### src/rtl/vdpc_pkg.sv
package vdpc_pkg;
   // Kind of action selected by the second byte of a pair
   typedef enum logic [1:0] {
      ACT_NONE  = 2'd0,
      ACT_REG   = 2'd1,
      ACT_PTR   = 2'd2
   } vdpc_act_e;

   function automatic vdpc_act_e classify(input logic [7:0] b);
      if (!b[7])     return ACT_PTR;
      else if (!b[6]) return ACT_REG;
      else           return ACT_NONE;
   endfunction
endpackage

### src/rtl/vdpc_phase.sv
module vdpc_phase #(
   parameter int DATA_W = 8
) (
   input  logic              clk,
   input  logic              rst_n,
   input  logic              ctl_wr,
   input  logic [DATA_W-1:0] ctl_byte,
   input  logic              stat_rd,
   output logic              phase,
   output logic [DATA_W-1:0] held,
   output logic              take_second
);
   logic accept;

   assign accept      = ctl_wr && !stat_rd;
   assign take_second = accept && phase;

   always_ff @(posedge clk) begin
      if (!rst_n) begin
         phase <= 1'b0;
         held  <= '0;
      end else if (stat_rd) begin
         phase <= 1'b0;
      end else if (accept) begin
         phase <= !phase;
         if (!phase) held <= ctl_byte;
      end
   end
endmodule

### src/rtl/vdpc_decode.sv
module vdpc_decode
   import vdpc_pkg::*;
#(
   parameter int DATA_W      = 8,
   parameter int IDX_W       = 6,
   parameter int COMPAT_BITS = 3,
   parameter int ADDR_W      = 14
) (
   input  logic              take_second,
   input  logic [DATA_W-1:0] held,
   input  logic [DATA_W-1:0] cmd,
   input  logic              locked,
   output logic              wr_en,
   output logic [IDX_W-1:0]  wr_idx,
   output logic [DATA_W-1:0] wr_data,
   output logic              ptr_ld,
   output logic [ADDR_W-1:0] ptr_val
);
   localparam int HI_W = ADDR_W - DATA_W;

   vdpc_act_e act;
   logic [IDX_W-1:0] idx_full, idx_compat;

   assign act      = classify(cmd);
   assign idx_full = cmd[IDX_W-1:0];

   generate
      if (COMPAT_BITS < IDX_W) begin : g_trunc
         assign idx_compat = {{(IDX_W-COMPAT_BITS){1'b0}}, cmd[COMPAT_BITS-1:0]};
      end else begin : g_same
         assign idx_compat = idx_full;
      end
   endgenerate

   always_comb begin
      wr_en   = take_second && (act == ACT_REG);
      wr_idx  = locked ? idx_compat : idx_full;
      wr_data = held;
      ptr_ld  = take_second && (act == ACT_PTR);
      ptr_val = {cmd[HI_W-1:0], held};
   end
endmodule

### src/rtl/vdpc_regfile.sv
module vdpc_regfile #(
   parameter int DATA_W    = 8,
   parameter int REG_COUNT = 64,
   parameter int NAME_REG  = 2,
   parameter int NAME_BITS = 4,
   localparam int IDX_W    = $clog2(REG_COUNT)
) (
   input  logic              clk,
   input  logic              rst_n,
   input  logic              wr_en,
   input  logic [IDX_W-1:0]  wr_idx,
   input  logic [DATA_W-1:0] wr_data,
   input  logic [IDX_W-1:0]  rd_idx,
   output logic [DATA_W-1:0] rd_data
);
   logic [DATA_W-1:0] regs [REG_COUNT];

   generate
      for (genvar i = 0; i < REG_COUNT; i++) begin : g_reg
         localparam logic [DATA_W-1:0] KEEP =
            (i == NAME_REG) ? DATA_W'((1 << NAME_BITS) - 1) : {DATA_W{1'b1}};
         always_ff @(posedge clk) begin
            if (!rst_n)
               regs[i] <= '0;
            else if (wr_en && wr_idx == IDX_W'(i))
               regs[i] <= wr_data & KEEP;
         end
      end
   endgenerate

   assign rd_data = regs[rd_idx];
endmodule

### src/rtl/vdp_ctl_decoder.sv
module vdp_ctl_decoder #(
   parameter int DATA_W      = 8,
   parameter int REG_COUNT   = 64,
   parameter int COMPAT_BITS = 3,
   parameter int ADDR_W      = 14,
   parameter int NAME_REG    = 2,
   parameter int NAME_BITS   = 4,
   localparam int IDX_W      = $clog2(REG_COUNT)
) (
   input  logic              clk,
   input  logic              rst_n,
   input  logic              ctl_wr,
   input  logic [DATA_W-1:0] ctl_byte,
   input  logic              stat_rd,
   input  logic              lock_wr,
   input  logic              lock_val,
   input  logic [IDX_W-1:0]  rd_idx,
   output logic [DATA_W-1:0] rd_data,
   output logic [ADDR_W-1:0] addr_ptr,
   output logic              second_pending,
   output logic              locked
);
   generate
      if (COMPAT_BITS > IDX_W) begin : g_bad_compat
         $error("COMPAT_BITS exceeds register index width");
      end
      if (ADDR_W <= DATA_W || ADDR_W > 2*DATA_W - 2) begin : g_bad_addr
         $error("ADDR_W must fit in one byte plus the low bits of the second");
      end
      if (NAME_REG >= REG_COUNT || NAME_BITS > DATA_W) begin : g_bad_name
         $error("Name-table register settings out of range");
      end
   endgenerate

   logic [DATA_W-1:0] held;
   logic              take_second;
   logic              wr_en, ptr_ld;
   logic [IDX_W-1:0]  wr_idx;
   logic [DATA_W-1:0] wr_data;
   logic [ADDR_W-1:0] ptr_val;

   vdpc_phase #(.DATA_W(DATA_W)) u_phase (
      .clk(clk), .rst_n(rst_n), .ctl_wr(ctl_wr), .ctl_byte(ctl_byte),
      .stat_rd(stat_rd), .phase(second_pending), .held(held),
      .take_second(take_second)
   );

   vdpc_decode #(
      .DATA_W(DATA_W), .IDX_W(IDX_W), .COMPAT_BITS(COMPAT_BITS), .ADDR_W(ADDR_W)
   ) u_decode (
      .take_second(take_second), .held(held), .cmd(ctl_byte), .locked(locked),
      .wr_en(wr_en), .wr_idx(wr_idx), .wr_data(wr_data),
      .ptr_ld(ptr_ld), .ptr_val(ptr_val)
   );

   vdpc_regfile #(
      .DATA_W(DATA_W), .REG_COUNT(REG_COUNT),
      .NAME_REG(NAME_REG), .NAME_BITS(NAME_BITS)
   ) u_regs (
      .clk(clk), .rst_n(rst_n), .wr_en(wr_en), .wr_idx(wr_idx),
      .wr_data(wr_data), .rd_idx(rd_idx), .rd_data(rd_data)
   );

   always_ff @(posedge clk) begin
      if (!rst_n) begin
         addr_ptr <= '0;
         locked   <= 1'b1;
      end else begin
         if (ptr_ld)  addr_ptr <= ptr_val;
         if (lock_wr) locked   <= lock_val;
      end
   end
endmodule

### config.mk
export PLATFORM = sky130hd
export DESIGN_NAME = vdp_ctl_decoder
export DESIGN_NICKNAME = d
export VERILOG_FILES = /design/src/rtl/vdpc_pkg.sv /design/src/rtl/vdpc_phase.sv /design/src/rtl/vdpc_decode.sv /design/src/rtl/vdpc_regfile.sv /design/src/rtl/vdp_ctl_decoder.sv
export SDC_FILE = /design/constraint.sdc
export NUM_CORES = 1
export LEC_CHECK = 0
export ABC_AREA = 1
export BUFFER_PORTS_ARGS = -buffer_cell sky130_fd_sc_hd__buf_2
export CORE_MARGIN = 3
export CORE_UTILIZATION = 45
export DETAILED_ROUTE_END_ITERATION = 16
export PLACE_DENSITY = 0.65
export SLEW_MARGIN = 30
export SYNTH_ARGS = -nofsm -noshare
export SYNTH_HDL_FRONTEND = slang
export SYNTH_SLANG_ARGS = --single-unit
### constraint.sdc
create_clock -name clk -period 6.6 [get_ports clk]
set_input_delay 1.32 -clock clk [delete_from_list [all_inputs] [get_ports clk]]
set_output_delay 1.32 -clock clk [all_outputs]
set_load 0.05 [all_outputs]
Yosys cells after proc, flatten, opt, wreduce, memory -nomap -nowiden:

Memories as Yosys holds them, arrays and structs flattened.
Index checks and enable logic that the tools add are counted.

* flip-flop bits (word level): 24
* bits in writable memories: 512
* output and inout bits: 24
* memories kept: 1

Memory list
* u_regs.regs: depth 64, width 8, read ports 1, clocked after memory_dff 0, wr ports 64, line vdpc_regfile.sv:16 `logic [DATA_W-1:0] regs [REG_COUNT];`

* equal/unequal tests: 65
* multiplexer cells: 260
* bitwise gates (word level): 67
* reductions and logical operators: 73

Operators with widths (count)
* 2-to-1 mux 8 bit: 64
* 2-to-1 mux 1 bit: 194
* equality test 6 bit, second input constant: 32
* equality test 6 x 5 -> 1 bit, second input constant: 16
* logical AND 1 bit: 68
* bitwise OR 1 bit: 64
* equality test 6 x 4 -> 1 bit, second input constant: 8
* equality test 6 x 3 -> 1 bit, second input constant: 4
* equality test 6 x 2 -> 1 bit, second input constant: 2
* equality test 6 x 1 -> 1 bit, second input constant: 1
* zero test 6 bit: 1
* 2-to-1 mux 6 bit: 1
* inverter 1 bit: 3
* AND reduction 3 bit: 1
* equality test 2 x 1 -> 1 bit, second input constant: 1
* equality test 2 bit, second input constant: 1
* zero test 1 bit: 2
* 2-to-1 mux 2 bit: 1
* OR reduction 2 bit: 1

Logic depth before layout (Yosys ltp):

* depth in word-level cells: 9
* depth in mapped cells: 10

By module:

Synthesis repeated with hierarchy kept, for this count alone.

* cell total of the unflattened synthesis: 2943
* area total of the unflattened synthesis: 26141.3 sq um

By module, submodules not included
* vdpc_regfile: instances 1, cells an instance 2756, area each 24886.4 sq um
* vdp_ctl_decoder: instances 1, cells an instance 93, area each 624.3 sq um
* vdpc_phase: instances 1, cells an instance 59, area each 402.9 sq um
* vdpc_decode: instances 1, cells an instance 35, area each 227.7 sq um

Least setup slack after synthesis:

Ideal clock, no wire load.

* path type: input to output
* start point: in rd_idx[1]
* end point: out rd_data[6]
* data arrival time: 2.781 ns
* required time: 5.280 ns
* slack: 2.499 ns
* cell stages on the path: 10
* buffers on the path: 3
* path through: buf_2 inv_2 buf_2 buf_1 o211ai_1 nand3_1 nand3_1 nand3_1 nand3_1 nand2_1

* cells in the longest elaborated chain, start to end: 1

RTL lines
* start: declaration: line vdp_ctl_decoder.sv:17 `input logic [IDX_W-1:0] rd_idx,`
* memory read (64 x 8 bit)
* end: declaration: line vdp_ctl_decoder.sv:18 `output logic [DATA_W-1:0] rd_data,`

No other way between the ends.

Final worst setup path:

* start point: in rd_idx[0]
* end point: out rd_data[7]

Same word-level chain as after synthesis.

==> impl_metrics.py <==
metrics = {
    "worst_hold_path": {
        "worstHoldStart": "u_phase.held[1]",
        "hp-class": "register to register",
    },
    "route": {
        "first_pass_iters": 9,
        "drtIter0Drc": 2571,
        "wl_per_cell_um": 21.47,
        "antenna_left": 0,
        "wl_mm": 76.87,
        "via_count": 19890,
        "routed_via_density": 5.554,
        "drc_errors": 0,
    },
    "floorplanning": {
        "fp.dieH_um": 245.4,
        "die_w_um": 245.4,
        "row_count": 87,
        "pin_count": 44,
        "core-area_um2": 56600,
        "die-area_um2": 60240,
        "initial_core_util": 0.4557,
    },
    "status": {
        "status": "complete, no violations",
    },
    "cells_and_area": {
        "drive_gt1_frac": 0.1030,
        "fin_cells": 3581,
        "regArea_um2": 15740,
        "n_fill_cell": 5164,
        "syn2layout_area_growth_pct": 10.56,
        "finalNetCount": 2800,
        "multi_input_area_um2": 7900,
    },
    "sta": {
        "rsz0062_at_grt": "false",
        "finalSetupViolCount": 0,
        "fmax_mhz": 183.0,
        "drv_slew": 0,
        "tightestPinTransition_ns": 0.9864,
        "fin_worst_skew_ns": 0.01672,
        "finalSetupTns_ns": 0,
        "finalCriticalPeriod_ns": 5.464,
        "max_slew_margin": 0.3424,
        "finalCritPeriodShare": 0.8278,
        "hold_viol_final": 0,
        "hold_ws_ns": 0.4775,
    },
    "setup_path": {
        "r2r-start": "u_phase.phase",
        "crit_start": "rd_idx[0]",
        "cp.required_ns": 5.28,
        "cp_data_arrival_time_ns": 4.14,
        "worstPathMaxFanout": 75,
        "cp-start-kind": "primary input",
        "crit_type": "primary input to output port",
        "crit_path_end_kind": "output port",
    },
    "synthesis": {
        "synth_area_um2": 25800,
        "yosys.cell_types.count": 23,
        "ys_seq_elements": 532,
        "synth_area_leaders": "edfxtp_1 (59%), nand3_1 (8.4%), nor2_1 (8.0%), nand2_1 (7.0%), inv_1 (5.3%)",
        "yosysTopAreaCell": "edfxtp_1",
        "synth_warnings": 0,
        "ys_seq_area_frac": 0.6100,
        "synth_nets": 2841,
        "yosysTopAreaCellShare": 0.5913,
        "syn_avg_cell_area_um2": 9.145,
        "netlist_instances": 2821,
    },
    "global_route": {
        "grt_overflow_total": 0,
        "grt_usage": 0.2544,
        "grt_max_degree": 172,
        "grt_pass1_vias": 18920,
        "grt_pass1_wl_mm": 116.1,
        "grt_antenna_before_repair": 1,
    },
    "job": {
        "cap_violations": 0,
    },
    "clock_network": {
        "post-cts-setup-buffers": 0,
        "cts_made_buffers": 56,
        "cts_tree": "built",
        "clock_latency_ns": 0.62,
        "ctsResizeCount": 0,
        "clock-root-buffer": "clkbuf_16",
        "holdBufCountCts": 0,
        "htree_levels": 2,
        "cts.reportedPaths.clkPinSlew_ns": 0.06,
        "cts_sinks": 532,
        "clk_path_buf_depth": 3,
    },
    "power": {
        "leakagePower_nw": 11.14,
        "powerDensity_nw_per_um2": 274.4,
        "p_total_mw": 7.827,
        "ir_drop_v": 0.0001859,
    },
    "place": {
        "gp_congestion": 0.9274,
        "dp.cells": 3478,
        "io_buffers": 43,
        "hpwlAfterDp_mm": 47.49,
    },
}
kinds of logic (layout without fill, tap and decap cells):
logic type / Yosys count / in the layout / synth area share
other cells: 0 / 1 / 0
compound gates: 160 / 160 / 0.03502
flops: 532 / 532 / 0.6100
simple gates: 1569 / 1569 / 0.2711
buf+inv: 560 / 563 / 0.08396
flip-flops by register name (all words and copies together) (netlist names):
register       count
u_regs.regs      508
u_phase.held       8
locked             1
u_phase.phase      1
addr_ptr          14
layout by cell type (no fill, tap or decap), types with 8 or more instances in the layout:
cell type,synthesis,final
nor2_1,550,550
edfxtp_1,508,508
nand2_1,483,483
nand3_1,432,432
inv_1,363,355
clkbuf_16,0,57
or2_2,56,56
o21ai_1,0,54
buf_4,0,44
o21ai_0,97,42
o211ai_1,40,40
buf_2,21,40
dfxtp_1,24,24
a21oi_1,22,22
nand3_2,21,21
nand3_4,19,19
inv_2,7,13
clkbuf_1,136,12
bufinv_16,0,9
clkinv_2,0,9
clkinv_1,0,8
cell usage after synthesis:
master,instances
o21ai_0,97
nor3_1,2
buf_8,2
nor3b_4,1
a211oi_1,1
nand2_1,483
nand3_1,432
a21oi_1,22
buf_1,29
dfxtp_1,24
clkbuf_1,136
edfxtp_1,508
nor2_2,1
or2_2,56
nor2_1,550
buf_2,21
o211ai_1,40
inv_2,7
buf_6,2
nand2_2,4
inv_1,363
nand3_4,19
nand3_2,21
worst paths after layout:
| check | endpoint | slack (ns) | cells past startpoint |
|---|---|---|---|
| worst min register to register | addr_ptr[1] | 0.48 | 2 |
| worst max-delay path | rd_data[7] | 1.14 | 11 |
| worst max register to register | u_regs.regs[60][1] | 3.79 | 6 |
| worst min-delay path | addr_ptr[1] | 0.48 | 2 |
per-stage QoR:
stage,instance area [um2],setup WS [ns],util
2_1_floorplan,25800,2.499,-
3_3_place_gp,26590,1.279,0.4698
3_5_place_dp,26620,1.241,0.4703
4_1_cts,28510,1.240,0.5037
5_1_grt,28520,1.029,0.5038
6_report,28520,1.136,0.5039
per-layer routing:
metal,part of all wire,global-route usage
met2,0.45,0.3920
met1,0.40,0.3531
met5,0,0
met3,0.10,0.04667
met4,0.047,0.1125
area by class of cell:
type	count	area share
Sequential cell	532	0.5517
Timing Repair Buffer	91	0.02294
Multi-Input combinational cell	1729	0.2770
Clock inverter	30	0.01325
Antenna cell	1	0.00008773
Clock buffer	72	0.05304
Inverter	370	0.04887
Tap cell	756	0.03316
critical path, cell delays in order:
cell	delay, ns
clkbuf_8	0.30
inv_4	0.66
buf_4	0.44
nand2_1	0.09
nand3_1	0.08
nand3_1	0.12
nand3_1	0.22
nand3_1	0.22
nand3_1	0.20
nand2_1	0.16
buf_2	0.26
report_power, final:
part | switching (mW) | internal (mW)
registers | 0.0329 | 3.80
logic | 0.534 | 0.153
clock network | 1.35 | 1.96
total | 1.91 | 5.91
(Power assumes the default switching activity.)
